$ cat config.mk
export PLATFORM = sky130hd
export DESIGN_NAME = gacc_unit
export DESIGN_NICKNAME = d
export VERILOG_FILES = /design/src/rtl/gacc_pkg.sv /design/src/rtl/gacc_addsub.sv /design/src/rtl/gacc_fmt.sv /design/src/rtl/gacc_unit.sv
export SDC_FILE = /design/constraint.sdc
export NUM_CORES = 1
export LEC_CHECK = 0
export BUFFER_PORTS_ARGS = -buffer_cell sky130_fd_sc_hd__buf_4
export CAP_MARGIN = 20
export CORE_MARGIN = 2
export CORE_UTILIZATION = 45
export DETAILED_ROUTE_END_ITERATION = 12
export PLACE_DENSITY_LB_ADDON = 0.25
export SETUP_SLACK_MARGIN = 0.4
export SYNTH_ARGS = -nofsm -noshare
export SYNTH_HDL_FRONTEND = slang
export SYNTH_SLANG_ARGS = --single-unit
$ cat constraint.sdc
create_clock -name clk -period 4.5 [get_ports clk]
set_input_delay 0.45 -clock clk [delete_from_list [all_inputs] [get_ports clk]]
set_output_delay 0.45 -clock clk [all_outputs]
set_load 0.02 [all_outputs]
$ cat src/rtl/gacc_pkg.sv
package gacc_pkg;
   localparam int OP_W = 4;

   typedef enum logic [OP_W-1:0] {
      OP_NOP = 4'd0,
      OP_CLR = 4'd1,
      OP_LDA = 4'd2,
      OP_LDL = 4'd3,
      OP_ADD = 4'd4,
      OP_SUB = 4'd5,
      OP_STA = 4'd6,
      OP_STL = 4'd7,
      OP_TOV = 4'd8
   } op_e;
endpackage

$ cat src/rtl/gacc_addsub.sv
// Sign-magnitude add/subtract over the guard-extended magnitude.
module gacc_addsub #(
   parameter int MAG_W   = 35,
   parameter int GUARD_W = 2,
   localparam int GM_W   = GUARD_W + MAG_W
) (
   input  logic             a_sign,
   input  logic [GM_W-1:0]  a_mag,
   input  logic             w_sign,
   input  logic [MAG_W-1:0] w_mag,
   input  logic             negate,
   output logic             r_sign,
   output logic [GM_W-1:0]  r_mag,
   output logic             carry_guard
);
   logic              eff_sign;
   logic [MAG_W:0]    lo_sum;
   logic [GUARD_W-1:0] hi_sum;
   logic [GM_W-1:0]   w_ext;

   assign eff_sign = w_sign ^ negate;
   assign w_ext    = {{GUARD_W{1'b0}}, w_mag};
   assign lo_sum   = {1'b0, a_mag[MAG_W-1:0]} + {1'b0, w_mag};
   assign hi_sum   = a_mag[GM_W-1:MAG_W] + GUARD_W'(lo_sum[MAG_W]);

   always_comb begin
      carry_guard = 1'b0;
      if (eff_sign == a_sign) begin
         r_mag       = {hi_sum, lo_sum[MAG_W-1:0]};
         r_sign      = a_sign;
         carry_guard = lo_sum[MAG_W];
      end else if (a_mag >= w_ext) begin
         // equal magnitudes land here: zero keeps the accumulator sign
         r_mag  = a_mag - w_ext;
         r_sign = a_sign;
      end else begin
         r_mag  = w_ext - a_mag;
         r_sign = eff_sign;
      end
   end
endmodule

$ cat src/rtl/gacc_fmt.sv
// Word placement for the two load paths and the two store paths.
module gacc_fmt #(
   parameter int MAG_W   = 35,
   parameter int GUARD_W = 2,
   localparam int WORD_W = MAG_W + 1,
   localparam int ACC_W  = 1 + GUARD_W + MAG_W
) (
   input  logic              logical,
   input  logic [WORD_W-1:0] word,
   input  logic [ACC_W-1:0]  acc,
   output logic [ACC_W-1:0]  load_val,
   output logic [WORD_W-1:0] store_val
);
   localparam int P_BIT = MAG_W;
   localparam int S_BIT = ACC_W - 1;

   generate
      if (GUARD_W > 1) begin : g_wide
         assign load_val = logical
            ? {1'b0, {(GUARD_W-1){1'b0}}, word[WORD_W-1], word[MAG_W-1:0]}
            : {word[WORD_W-1], {GUARD_W{1'b0}}, word[MAG_W-1:0]};
      end else begin : g_single
         assign load_val = logical
            ? {1'b0, word[WORD_W-1], word[MAG_W-1:0]}
            : {word[WORD_W-1], 1'b0, word[MAG_W-1:0]};
      end
   endgenerate

   assign store_val = logical ? {acc[P_BIT], acc[MAG_W-1:0]}
                              : {acc[S_BIT], acc[MAG_W-1:0]};
endmodule

$ cat src/rtl/gacc_unit.sv
module gacc_unit #(
   parameter int MAG_W   = 35,
   parameter int GUARD_W = 2,
   localparam int WORD_W = MAG_W + 1,
   localparam int ACC_W  = 1 + GUARD_W + MAG_W,
   localparam int GM_W   = GUARD_W + MAG_W
) (
   input  logic                       clk,
   input  logic                       rst_n,
   input  logic [gacc_pkg::OP_W-1:0]  op_i,
   input  logic [WORD_W-1:0]          word_i,
   output logic [ACC_W-1:0]           acc_o,
   output logic [WORD_W-1:0]          word_o,
   output logic                       ovf_o,
   output logic                       ovf_ret_o
);
   import gacc_pkg::*;

   initial begin
      if (MAG_W < 2)   $error("MAG_W must be at least 2");
      if (GUARD_W < 1) $error("GUARD_W must be at least 1");
   end

   localparam int S_BIT = ACC_W - 1;

   op_e                op;
   logic [ACC_W-1:0]   acc_q;
   logic [WORD_W-1:0]  word_q;
   logic               ovf_q;
   logic [ACC_W-1:0]   load_val;
   logic [WORD_W-1:0]  store_val;
   logic               r_sign;
   logic [GM_W-1:0]    r_mag;
   logic               carry_guard;

   assign op = op_e'(op_i);

   gacc_fmt #(.MAG_W(MAG_W), .GUARD_W(GUARD_W)) u_fmt (
      .logical   (op == OP_LDL || op == OP_STL),
      .word      (word_i),
      .acc       (acc_q),
      .load_val  (load_val),
      .store_val (store_val)
   );

   gacc_addsub #(.MAG_W(MAG_W), .GUARD_W(GUARD_W)) u_addsub (
      .a_sign      (acc_q[S_BIT]),
      .a_mag       (acc_q[GM_W-1:0]),
      .w_sign      (word_i[WORD_W-1]),
      .w_mag       (word_i[MAG_W-1:0]),
      .negate      (op == OP_SUB),
      .r_sign      (r_sign),
      .r_mag       (r_mag),
      .carry_guard (carry_guard)
   );

   always_ff @(posedge clk) begin
      if (!rst_n) begin
         acc_q  <= '0;
         word_q <= '0;
         ovf_q  <= 1'b0;
      end else begin
         case (op)
            OP_CLR:         acc_q <= '0;
            OP_LDA, OP_LDL: acc_q <= load_val;
            OP_ADD, OP_SUB: begin
               acc_q <= {r_sign, r_mag};
               if (carry_guard) ovf_q <= 1'b1;
            end
            OP_STA, OP_STL: word_q <= store_val;
            OP_TOV:         ovf_q  <= 1'b0;
            default: ;
         endcase
      end
   end

   assign acc_o     = acc_q;
   assign word_o    = word_q;
   assign ovf_o     = ovf_q;
   assign ovf_ret_o = (op == OP_TOV) & ovf_q;

   p_clr_zero_r2: assert property (@(posedge clk) disable iff (!rst_n)
      op_i == 4'd1 |=> acc_o == '0);
   p_arith_load_r3: assert property (@(posedge clk) disable iff (!rst_n)
      op_i == 4'd2 |=> acc_o == {$past(word_i[WORD_W-1]), {GUARD_W{1'b0}}, $past(word_i[MAG_W-1:0])});
   p_logic_load_r4: assert property (@(posedge clk) disable iff (!rst_n)
      op_i == 4'd3 |=> !acc_o[S_BIT] && !acc_o[GM_W-1] && acc_o[MAG_W] == $past(word_i[WORD_W-1]));
   p_ovf_sticky_r8: assert property (@(posedge clk) disable iff (!rst_n)
      ovf_o && op_i != 4'd8 |=> ovf_o);
   p_tov_clears_r9: assert property (@(posedge clk) disable iff (!rst_n)
      op_i == 4'd8 |=> !ovf_o);
   p_store_keeps_acc_r10: assert property (@(posedge clk) disable iff (!rst_n)
      (op_i == 4'd6 || op_i == 4'd7) |=> $stable(acc_o));
endmodule

==> metrics.md, run 1 <==
| Metric | Value |
|---|---|
| Area leader, netlist | `dfxtp_1` |
| Final Setup Violations | `0` |
| Starting density of the core | `0.455` |
| Fmax | `approximately 0.26 GHz` |
| Net Sw Frac | `0.415` |
| Layout cells sized above 1 | `0.158` |
| Post-layout util | `0.520` |
| YS warnings | `0` |
| Worst Skew | `~7.1 ps` |
| CP endpoint kind | `register` |
| Routed len/inst | `19.8 um` |
| Final Critical Period | `between 3000 and 4000 ps` |
| CTS tree | `done` |
| Num rows | `53` |
| Via count | `between 10000 and 15000` |
| Startpoint Class | `register` |
| Boundary Pins | `~120` |
| RSZ-0062 raised after global routing | `no` |
| Avg Inst Size Synth | `around 7.1 um2` |
| Die footprint | `0.0222 mm2` |
| Syn_nets | `1493` |
| Antenna cells | `0` |
| Final hold violations | `0` |
| Crit Path Max Fanout | `6` |
| Port Buf Inserts | `approximately 120` |
| CP Data Required Time | `4740 ps` |
| Htree depth | `3` |
| Fin cells | `~1700` |
| Async set or reset register ratio after synthesis | `0` |
| Cell Area, Synth | `0.00948 mm2` |
| Drt drc | `0` |
| Final slew viol count | `0` |
| Maximum capacitance violations | `0` |
| Total wire length | `between 30000 and 40000 um` |
| Top area cells in the synthesized netlist | `dfxtp_1, ha_1, a21oi_1, nand2_1, o21ai_0` |
| Hold Crit Class | `primary input to register` |
| Max clock buf depth | `2` |
| Initial DRC count | `just under 1000` |
| Area growth syn-to-layout | `14.3%` |
| First-pass DRT Iterations | `5` |
| All-layer global routing usage | `0.298` |
| Core Box Area | `roughly 0.021 mm2` |
| Sequential Power Share | `0.249` |
| Placed instance count | `1665` |
| Synth cell types | `88` |
| Net switching power | `around 1.2 mW` |
| Ratio of total power to cell area | `roughly 280 mW/mm2` |
| Worst Tran Pin Value | `1010 ps` |
| Synth top area share | `0.158` |
| Leak pwr | `~4.7 nW` |
| Most common cell after layout, fill and taps aside | `nand2_1` |
| Grt ovf | `0` |
| Hpwl dp | `approximately 25000 um` |
| Synth Flop Type | `dfxtp_1` |
| First-pass GRT wire length | `between 50000 and 60000 um` |
| Setup TNS | `0 ps` |
| Num CTS Buffers | `9` |
| Total clock sinks | `75` |
| Hold Buf Count CTS | `0` |
| EDFF count, synth | `0` |
| ANT nets after route | `0` |
| Sequential fraction of the synthesis area | `0.158` |
| Status | `finished clean` |
| Combinational Power Share | `0.472` |
| WS Path Type | `register to register` |
| Clock transition at path regs | `60 ps` |
| Root buffer cell | `clkbuf_16` |
| Initial antenna violation count | `0` |
| Part of the power in the clock network | `0.279` |
| Largest net degree at the start of global routing | `81` |
| Global placer's final weighted congestion | `1.00` |
| CP arrival | `4050 ps` |
| Chip width | `around 150 um` |
| Fin crit share | `0.848` |
| Post-Synthesis Cells | `between 1000 and 1500` |
| Int Pwr | `1.74 mW` |
| Most frequent cells in the layout | `nand2_1, buf_4, a21oi_1` |
| Chip height | `around 150 um` |
| VDD IR-drop max | `~190 uV` |
| Number of global-route vias before repair | `around 9600` |
| Max_slew headroom | `0.327` |
| Skew-Pair Late Insertion Delay | `360 ps` |
| Synthesis-stage register bit count | `75` |
| Vias per inst | `around 6` |
| Nets | `between 1500 and 2000` |
-- power by group through the flow --
stage / sequential, mW / combinational [mW] / clock (mW)
after CTS: 0.742 / 1.37 / 0.855
after floorplan: 0.752 / 0.954 / 0
final: 0.743 / 1.41 / 0.831
after detailed placement: 0.757 / 1.36 / 0
after global routing: 0.749 / 1.52 / 0.876
after global placement: 0.755 / 1.36 / 0
-- area by class of cell --
class | instances | area, um2
well taps | 275 | 344
clock buffers | 12 | 256
multi-input cells | 1042 | 7000
inverters | 109 | 409
repair buffers | 165 | 1250
clock inverters | 4 | 72.6
fillers | 2092 | 9990
flip-flops and latches | 75 | 1500
-- worst paths after layout --
check / start / endpoint / slack [ps] / depth (start not counted)
worst min-delay path: word_i[0] / acc_o[0]$_SDFFE_PN0P_ / 390 / 3
worst max-delay path: acc_o[0]$_SDFFE_PN0P_ / acc_o[30]$_SDFFE_PN0P_ / 680 / 12
worst min register to register: word_o[15]$_SDFFE_PN0P_ / word_o[15]$_SDFFE_PN0P_ / 460 / 2
worst max register to register: acc_o[0]$_SDFFE_PN0P_ / acc_o[30]$_SDFFE_PN0P_ / 680 / 12
-- cells in the mapped netlist (6+ instances only) --
cell type  number
o21bai_1       25
a221oi_1       12
nor2b_1        14
o21ai_0        87
inv_1         108
a21boi_0       37
or3_1          10
clkbuf_1       56
buf_1           6
nand3_1        20
a21o_1         22
xnor2_1        19
o31ai_1        14
o21a_1          8
buf_4          40
a221o_1        10
o311ai_0        8
a21oi_1       137
o221ai_1       11
mux2i_1        16
xor2_1          9
nand2b_1       10
mux2_2          8
buf_2           9
nor2_1         81
nor4_1          8
a31oi_1        19
a2111oi_0       6
o211ai_1       12
nor3_1         31
nand4_1        19
nand2_1       175
a211oi_1       16
dfxtp_1        75
ha_1          108
-- repair_timing --
item | in CTS | in global routing
setup endpoints to repair | 0 | 2
setup buffers | 0 | 1
gates resized for setup | 0 | 10
-- sequential cells by signal, summed over array words and instances (netlist names) --
signal  count
acc_o      38
ovf_o       1
word_o     36
-- logic make-up after synthesis --
group / after synthesis / share of synthesized area
compound gates: 473 / 0.330
simple gates: 405 / 0.201
buf+inv: 223 / 0.109
fa+ha+maj: 111 / 0.149
flops: 75 / 0.158
xor+xnor: 28 / 0.0259
mux: 25 / 0.0279
-- critical path: stages, from the launching register on --
cell      delay, ps
dfxtp_1         410
ha_1            210
inv_1            70
fa_1            420
a211oi_1        240
nor2_1          100
o21ai_0         550
o221ai_1        380
a211oi_1        530
mux2i_1         220
xor2_1          190
a221oi_1        280
a21oi_1         100
-- stage by stage --
stage	cell area (um2)	worst slack [ps]	hold WS [ps]	total power, mW
6_report	10800	684	395	2.98
3_5_place_dp	10500	194	460	2.12
2_1_floorplan	9480	756	486	1.71
5_1_grt	10800	420	421	3.14
4_1_cts	10800	478	395	2.97
3_3_place_gp	10500	349	452	2.12
-- metal layers --
metal / share of wire / up-vias / routed length (um) / GRT usage
met2: 0.44 / 387 / 14700 / 0.465
met4: 0.026 / 0 / 874 / 0.0967
met5: 0 / - / 0 / 0
met3: 0.070 / 58 / 2340 / 0.0526
met1: 0.46 / 4791 / 15500 / 0.416
li1: - / 4870 / - / -
(Power assumes the default switching activity.)
==> run 2, diff against run 1 <==
--- a/config.mk
+++ b/config.mk
@@ -5,6 +5,7 @@
 export SDC_FILE = /design/constraint.sdc
 export NUM_CORES = 1
 export LEC_CHECK = 0
+export ABC_AREA = 1
 export BUFFER_PORTS_ARGS = -buffer_cell sky130_fd_sc_hd__buf_4
 export CAP_MARGIN = 20
 export CORE_MARGIN = 2
==> constraint.sdc (replaced) <==
create_clock -name clk -period 3.2 [get_ports clk]
set_input_delay 0.32 -clock clk [delete_from_list [all_inputs] [get_ports clk]]
set_output_delay 0.32 -clock clk [all_outputs]
set_load 0.02 [all_outputs]
==> run 2 against run 1 <==
Effect of this change:
- sequential power grew 40%
- highest routed layer unchanged
- largest power group unchanged
- critical path type unchanged
- critical endpoint is now acc_o[35]$_SDFFE_PN0P_
- wire length grew 80%
- via count grew 53%
==> metrics.md, run 2 <==
| Metric | Value |
|---|---|
| Syn_nets | `2272 (was 1493)` |
| Synth top area share | `0.222 (was 0.158)` |
| Fin cells | `2739 (was 1682)` |
| Clock transition at path regs | `70 ps (was 60 ps)` |
| FF-to-FF Start | `acc_o[26]$_SDFFE_PN0P_ (was acc_o[0]$_SDFFE_PN0P_)` |
| R2r worst-path depth | `16 (was 12)` |
| Initial DRC count | `2171 (was 983)` |
| Total clock sinks | `75 (unchanged)` |
| Hold endpoint | `acc_o[8]$_SDFFE_PN0P_ (was acc_o[0]$_SDFFE_PN0P_)` |
| First-pass GRT wire length | `85800 um (was 52200 um)` |
| Final Setup Violations | `0 (unchanged)` |
| Num rows | `58 (was 53)` |
| Combinational Power Share | `0.599 (was 0.472)` |
| Largest register FFs | `38 (unchanged)` |
| CTS tree | `done (unchanged)` |
| Maximum capacitance violations | `0 (unchanged)` |
| Core Box Area | `0.0253 mm2 (was 0.0208 mm2)` |
| RSZ-0062 raised after global routing | `yes (was no)` |
| Starting density of the core | `0.461 (was 0.455)` |
| Post-Synthesis Cells | `2119 (was 1340)` |
| Grt ovf | `0 (unchanged)` |
| Fin area | `0.0150 mm2 (was 0.0108 mm2)` |
| Number of global-route vias before repair | `13953 (was 9594)` |
| Num CTS Buffers | `9 (unchanged)` |
| Synthesis-stage register bit count | `75 (unchanged)` |
| Most frequent cells in the layout | `nand2_1, buf_4, inv_1 (was nand2_1, buf_4, a21oi_1)` |
| Port Buf Inserts | `117 (unchanged)` |
| Fill count | `2639 (was 2092)` |
| Placed instance count | `2709 (was 1665)` |
| Hpwl dp | `49200 um (was 25100 um)` |
| Placed inst area | `0.0141 mm2 (was 0.0105 mm2)` |
| Sequential Power Share | `0.186 (was 0.249)` |
| Chip width | `165 um (was 149 um)` |
| Final Critical Period | `2760 ps (was 3820 ps)` |
| Vias per inst | `5.63 (was 6.01)` |
| Flop-to-flop setup slack | `440 ps (was 680 ps)` |
| Synth cell types | `47 (was 88)` |
| Total wire length | `59900 um (was 33300 um)` |
| Int Pwr | `2.88 mW (was 1.74 mW)` |
| All-layer global routing usage | `0.432 (was 0.298)` |
| Leak pwr | `8.22 nW (was 4.68 nW)` |
| Net Sw Frac | `0.486 (was 0.415)` |
| Final hold violations | `0 (unchanged)` |
| Worst Tran Pin Value | `749 ps (was 1010 ps)` |
| Crit path cell chain | `ha_1, buf_4, inv_1, a21oi_1, o21ai_0, nand2_1, nand3_1, nor2_1, nand2_2, nand3_1, nand2_2, ha_1, o21ai_1, inv_1, nand2_1, a21oi_1 (was ha_1, inv_1, fa_1, a211oi_1, nor2_1, o21ai_0, o221ai_1, a211oi_1, mux2i_1, xor2_1, a221oi_1, a21oi_1)` |
| WS Path Type | `register to register (unchanged)` |
| Avg Inst Size Synth | `5.51 um2 (was 7.07 um2)` |
| Most frequent cell after synthesis | `nand2_1 (unchanged)` |
| Layout cells sized above 1 | `0.222 (was 0.158)` |
| Boundary Pins | `118 (unchanged)` |
| Max clock buf depth | `2 (unchanged)` |
| WHS Path Cells | `3 (unchanged)` |
| Area leader, netlist | `nand2_1 (was dfxtp_1)` |
| Htree depth | `3 (unchanged)` |
| WHS | `279 ps (was 395 ps)` |
| Cell Area, Synth | `0.0117 mm2 (was 0.00948 mm2)` |
| CP arrival | `3030 ps (was 4050 ps)` |
| Largest net degree at the start of global routing | `73 (was 81)` |
| Area growth syn-to-layout | `28.5% (was 14.3%)` |
| Net switching power | `2.72 mW (was 1.24 mW)` |
| Sequential fraction of the synthesis area | `0.129 (was 0.158)` |
| ANT nets after route | `0 (unchanged)` |
| Crit Path Max Fanout | `5 (was 6)` |
| Fmax | `0.362 GHz (was 0.262 GHz)` |
| Most frequent cells after synthesis | `nand2_1, inv_1, a21oi_1 (was nand2_1, a21oi_1, ha_1, inv_1, o21ai_0)` |
| First-pass DRT Iterations | `8 (was 5)` |
| Part of the power in the clock network | `0.215 (was 0.279)` |
| Die footprint | `0.0272 mm2 (was 0.0222 mm2)` |
| Routed len/inst | `21.9 um (was 19.8 um)` |
| Global placer's final weighted congestion | `1.04 (was 1.00)` |
| EDFF count, synth | `0 (unchanged)` |
| Status | `finished clean (unchanged)` |
| CP peak stage delay | `380 ps (was 550 ps)` |
| Hold Crit Class | `primary input to register (unchanged)` |
| CP endpoint kind | `register (unchanged)` |
| Min-delay src | `word_i[8] (was word_i[0])` |
| Root buffer cell | `clkbuf_16 (unchanged)` |
| Async set or reset register ratio after synthesis | `0 (unchanged)` |
| Initial antenna violation count | `1 (was 0)` |
| Final slew viol count | `0 (unchanged)` |
| VDD IR-drop max | `238 uV (was 186 uV)` |
| Via count | `15430 (was 10106)` |
| Worst Skew | `9.32 ps (was 7.12 ps)` |
| Top area cells in the synthesized netlist | `nand2_1, dfxtp_1, ha_1, inv_1, a21oi_1 (was dfxtp_1, ha_1, a21oi_1, nand2_1, o21ai_0)` |
| Ratio of total power to cell area | `373 mW/mm2 (was 275 mW/mm2)` |
| Fin crit share | `0.863 (was 0.848)` |
| Slowest-stage cell, CP | `ha_1 (was o21ai_0)` |
| Chip height | `165 um (was 149 um)` |
| Drt drc | `0 (unchanged)` |
| Hold Buf Count CTS | `0 (unchanged)` |
| Nets | `2558 (was 1555)` |
| FF-to-FF End | `acc_o[35]$_SDFFE_PN0P_ (was acc_o[30]$_SDFFE_PN0P_)` |
| YS warnings | `0 (unchanged)` |
| Startpoint Class | `register (unchanged)` |
| Max_slew headroom | `0.500 (was 0.327)` |
| Synth Flop Type | `dfxtp_1 (unchanged)` |
| Antenna cells | `0 (unchanged)` |
| Skew-Pair Late Insertion Delay | `360 ps (about the same)` |
| Most common cell after layout, fill and taps aside | `nand2_1 (unchanged)` |
| CP Data Required Time | `3470 ps (was 4740 ps)` |
## run 2: cell count changes after synthesis, moves of 20 or more
cell and change:
nand2_1 +514, inv_1 +236, nand3_1 +124, nor2_1 +79, o21ai_0 +59, a21oi_1 +36
a21boi_0 -35, clkbuf_1 -31, xor2_1 +28, a21o_1 -20
## run 2: what timing repair did
item,CTS,global route
setup buffers,3,10
pin swaps,1,7
gates cloned,1,1
setup endpoints to repair,33,36
gates resized for setup,36,78
## run 2: area by class of cell
cell class | instances | area [um2] | area share
Multi-Input combinational cell | 1589 | 8600 | 0.573
Timing Repair Buffer | 372 | 2810 | 0.187
Sequential cell | 75 | 1510 | 0.100
Inverter | 358 | 1370 | 0.0912
Tap cell | 330 | 413 | 0.0275
Clock buffer | 9 | 225 | 0.0150
Clock inverter | 6 | 90.1 | 0.00600
## run 2: kinds of logic (layout without fill, tap and decap cells)
group	count (synthesis)	in the layout	share of synthesized area
compound gates	364	365	0.165
simple gates	1067	1068	0.379
fa+ha+maj	111	111	0.121
buf+inv	457	745	0.170
xor+xnor	45	45	0.0370
flops	75	75	0.129
## run 2: worst max-delay path, delay by kind of cell (launching register included)
family	cells	cell delay (ps)
compound gates	4	680
simple gates	7	660
buf+inv	3	350
fa+ha+maj	2	670
flops	1	320
## run 2: metrics by stage
step | total power [mW] | util | TNS [ps] | worst slack [ps]
2_1_floorplan | 2.78 | - | 0 | 837
3_3_place_gp | 4.08 | 0.559 | -136 | -130
3_5_place_dp | 4.09 | 0.559 | -170 | -120
4_1_cts | 5.34 | 0.578 | 0 | 352
5_1_grt | 5.81 | 0.592 | 0 | 325
6_report | 5.60 | 0.592 | 0 | 437
## run 2: worst max-delay path by stage
stage | from | endpoint | slack [ps]
after floorplan | word_i[11] | acc_o[35]$_SDFFE_PN0P_ | 840
after global placement | word_i[19] | acc_o[35]$_SDFFE_PN0P_ | -130
after detailed placement | word_i[19] | acc_o[35]$_SDFFE_PN0P_ | -120
after CTS | acc_o[19]$_SDFFE_PN0P_ | acc_o[35]$_SDFFE_PN0P_ | 350
after global routing | acc_o[15]$_SDFFE_PN0P_ | acc_o[35]$_SDFFE_PN0P_ | 320
final | acc_o[26]$_SDFFE_PN0P_ | acc_o[35]$_SDFFE_PN0P_ | 440
## run 2: routing by layer
metal,part of all wire,up-vias,track usage
li1,-,7147,-
met1,0.43,7169,0.623
met2,0.39,974,0.601
met3,0.14,140,0.133
met4,0.039,0,0.146
met5,0,-,0
## run 2: power groups by stage
stage | Combinational [mW] | Clock, mW | Sequential [mW]
after floorplan | 1.69 | 0 | 1.09
after CTS | 3.11 | 1.20 | 1.03
after global placement | 3.03 | 0 | 1.05
after global routing | 3.53 | 1.23 | 1.05
final | 3.36 | 1.20 | 1.04
after detailed placement | 3.04 | 0 | 1.05
==> run 3, diff against run 2 <==
--- a/config.mk
+++ b/config.mk
@@ -12,6 +12,7 @@
 export CORE_UTILIZATION = 45
 export DETAILED_ROUTE_END_ITERATION = 12
 export PLACE_DENSITY_LB_ADDON = 0.25
+export RECOVER_POWER = 25
 export SETUP_SLACK_MARGIN = 0.4
 export SYNTH_ARGS = -nofsm -noshare
 export SYNTH_HDL_FRONTEND = slang
==> run 3 against run 2 <==
Effect of this change:
- power is 0.41% lower
- utilization is 0.55 points lower
- count of clock-buffer cells in the layout stayed put
- critical path depth stayed put
- clock power hardly changed
- non-clock buffer count stayed put
- die area stayed put
- combinational power hardly changed
==> metrics.md, run 3 (synthesis results as in run 2) <==
| Metric | Value |
|---|---|
| Skew-Pair Late Insertion Delay | `360 ps (about the same)` |
| Most Used Layer, Global Route | `met1 (unchanged)` |
| Final Setup Violations | `0 (unchanged)` |
| Drt drc | `0 (unchanged)` |
| WHS Path Cells | `3 (unchanged)` |
| Total clock sinks | `75 (unchanged)` |
| Final hold violations | `0 (unchanged)` |
| Register Area | `0.00151 mm2 (unchanged)` |
| Fmax | `0.360 GHz (was 0.362 GHz)` |
| Initial DRC count | `2122 (was 2171)` |
| ANT nets after route | `0 (unchanged)` |
| Num rows | `58 (unchanged)` |
| Area of the multi-input gates | `0.00860 mm2 (unchanged)` |
| Clock transition at path regs | `80 ps (was 70 ps)` |
| Largest register FFs | `38 (unchanged)` |
| Ratio of total power to cell area | `375 mW/mm2 (was 373 mW/mm2)` |
| Starting density of the core | `0.461 (unchanged)` |
| Vias per inst | `5.62 (was 5.63)` |
| RSZ-0062 raised after global routing | `yes (unchanged)` |
| Chip width | `165 um (unchanged)` |
| WS Path Type | `register to register (unchanged)` |
| Most frequent cells in the layout | `nand2_1, inv_1, buf_4 (was nand2_1, buf_4, inv_1)` |
| First-pass DRT Iterations | `6 (was 8)` |
| Hpwl dp | `49200 um (unchanged)` |
| Global Route met2 Usage | `0.601 (unchanged)` |
| Root buffer cell | `clkbuf_16 (unchanged)` |
| Max clock buf depth | `2 (unchanged)` |
| VDD IR-drop max | `236 uV (was 238 uV)` |
| Die footprint | `0.0272 mm2 (unchanged)` |
| Status | `finished clean (unchanged)` |
| Hold Crit Class | `primary input to register (unchanged)` |
| Maximum capacitance violations | `0 (unchanged)` |
| Core Box Area | `0.0253 mm2 (unchanged)` |
| Fill count | `2678 (was 2639)` |
| Layout cells sized above 1 | `0.207 (was 0.222)` |
| Initial antenna violation count | `1 (unchanged)` |
| CTS tree | `done (unchanged)` |
| Grt ovf | `0 (unchanged)` |
| Boundary Pins | `118 (unchanged)` |
| WHS | `278 ps (was 279 ps)` |
| R2r worst-path depth | `16 (unchanged)` |
| Family with the most delay on the worst path | `compound AO/OA/AOI/OAI gates (unchanged)` |
| Largest net degree at the start of global routing | `73 (unchanged)` |
| Port Buf Inserts | `117 (unchanged)` |
| Pre-CTS setup slack | `-120 ps (unchanged)` |
| CP endpoint kind | `register (unchanged)` |
| Final slew viol count | `0 (unchanged)` |
| Levels on crit path | `16 (unchanged)` |
| Slowest-stage cell, CP | `ha_1 (unchanged)` |
| Routed len/inst | `21.8 um (was 21.9 um)` |
| Htree depth | `3 (unchanged)` |
| GR Util met1 | `0.623 (unchanged)` |
| Via count | `15394 (was 15430)` |
| Worst Skew | `9.61 ps (was 9.32 ps)` |
| CP peak stage delay | `380 ps (about the same)` |
| Global placer's final weighted congestion | `1.04 (unchanged)` |
| Crit Path Max Fanout | `5 (unchanged)` |
| Crit path cell chain | `ha_1, buf_4, inv_1, a21oi_1, o21ai_0, nand2_1, nand3_1, nor2_1, nand2_2, nand3_1, nand2_2, ha_1, o21ai_1, inv_1, nand2_1, a21oi_1 (unchanged)` |
| Antenna cells | `0 (unchanged)` |
| Worst Tran Pin Value | `734 ps (was 749 ps)` |
| First-pass GRT wire length | `85800 um (unchanged)` |
| Nets | `2558 (unchanged)` |
| Num CTS Buffers | `9 (unchanged)` |
| Total wire length | `59700 um (was 59900 um)` |
| Fin crit share | `0.869 (was 0.863)` |
| CP Data Required Time | `3470 ps (about the same)` |
| Leak pwr | `8.07 nW (was 8.22 nW)` |
| Most common cell after layout, fill and taps aside | `nand2_1 (unchanged)` |
| All-layer global routing usage | `0.432 (unchanged)` |
| Worst path bufs/invs | `3 (unchanged)` |
| CP arrival | `3050 ps (was 3030 ps)` |
| Final setup margin | `420 ps (was 437 ps)` |
| Flop-to-flop setup slack | `420 ps (was 440 ps)` |
| Area growth syn-to-layout | `27.3% (was 28.5%)` |
| Max_slew headroom | `0.511 (was 0.500)` |
| Startpoint Class | `register (unchanged)` |
| Final Critical Period | `2780 ps (was 2760 ps)` |
| Number of global-route vias before repair | `13953 (unchanged)` |
| Chip height | `165 um (unchanged)` |
| Routing usage on met3 | `0.133 (unchanged)` |
## run 3: worst reg2reg max path: stages (launching register included)
cell and delay, ps:
dfxtp_1 320, ha_1 380, buf_4 190, inv_1 80, a21oi_1 230, o21ai_0 180, nand2_1 90, nand3_1 70
nor2_1 180, nand2_2 90, nand3_1 90, nand2_2 90, ha_1 290, o21ai_1 70, inv_1 70, nand2_1 50
a21oi_1 220
## run 3: through the flow
step                TNS [ps]  instance area [um2]  instances   util  power (mW)
floorplan                  0                11700       2119      -        2.78
global placement        -136                14100       2709  0.559        4.08
detailed placement      -170                14100       2709  0.559        4.09
CTS                        0                14600       2728  0.578        5.34
global route               0                14900       2739  0.587        5.79
finish                     0                14900       2739  0.587        5.58
## run 3: area by class of cell
cell class | count | share of cell area
multi-input cells | 1589 | 0.578
inverters | 358 | 0.0921
flip-flops and latches | 75 | 0.101
clock buffers | 9 | 0.0152
well taps | 330 | 0.0278
clock inverters | 6 | 0.00606
repair buffers | 372 | 0.179
## run 3: path summary, 6_finish.rpt
kind                               start                      to
hold / removal                 word_i[8]   acc_o[8]$_SDFFE_PN0P_
hold reg to reg   word_o[2]$_SDFFE_PN0P_  word_o[2]$_SDFFE_PN0P_
setup / recovery  acc_o[26]$_SDFFE_PN0P_  acc_o[35]$_SDFFE_PN0P_
setup reg to reg  acc_o[26]$_SDFFE_PN0P_  acc_o[35]$_SDFFE_PN0P_
## run 3: layer usage
| metal | vias up | routed length, um |
|---|---|---|
| met2 | 972 | 23200 |
| met1 | 7132 | 25700 |
| met3 | 143 | 8330 |
| met5 | - | 0 |
| met4 | 0 | 2400 |
| li1 | 7147 | - |
## run 3: power breakdown
group	internal, mW	total [mW]	leakage (nW)	switching (mW)
registers	0.995	1.04	0.616	0.0458
clock network	0.685	1.20	0.152	0.519
logic	1.18	3.33	7.30	2.15
## run 3: what timing repair did
| action | in CTS | in global routing |
|---|---|---|
| buffers inserted | 3 | 10 |
| resized for setup | 36 | 78 |
| setup endpoints to repair | 33 | 36 |
| pin swaps | 1 | 7 |
| endpoints found under the hold margin | 0 | 0 |
| hold buffers | 0 | 0 |
| gates cloned | 1 | 1 |
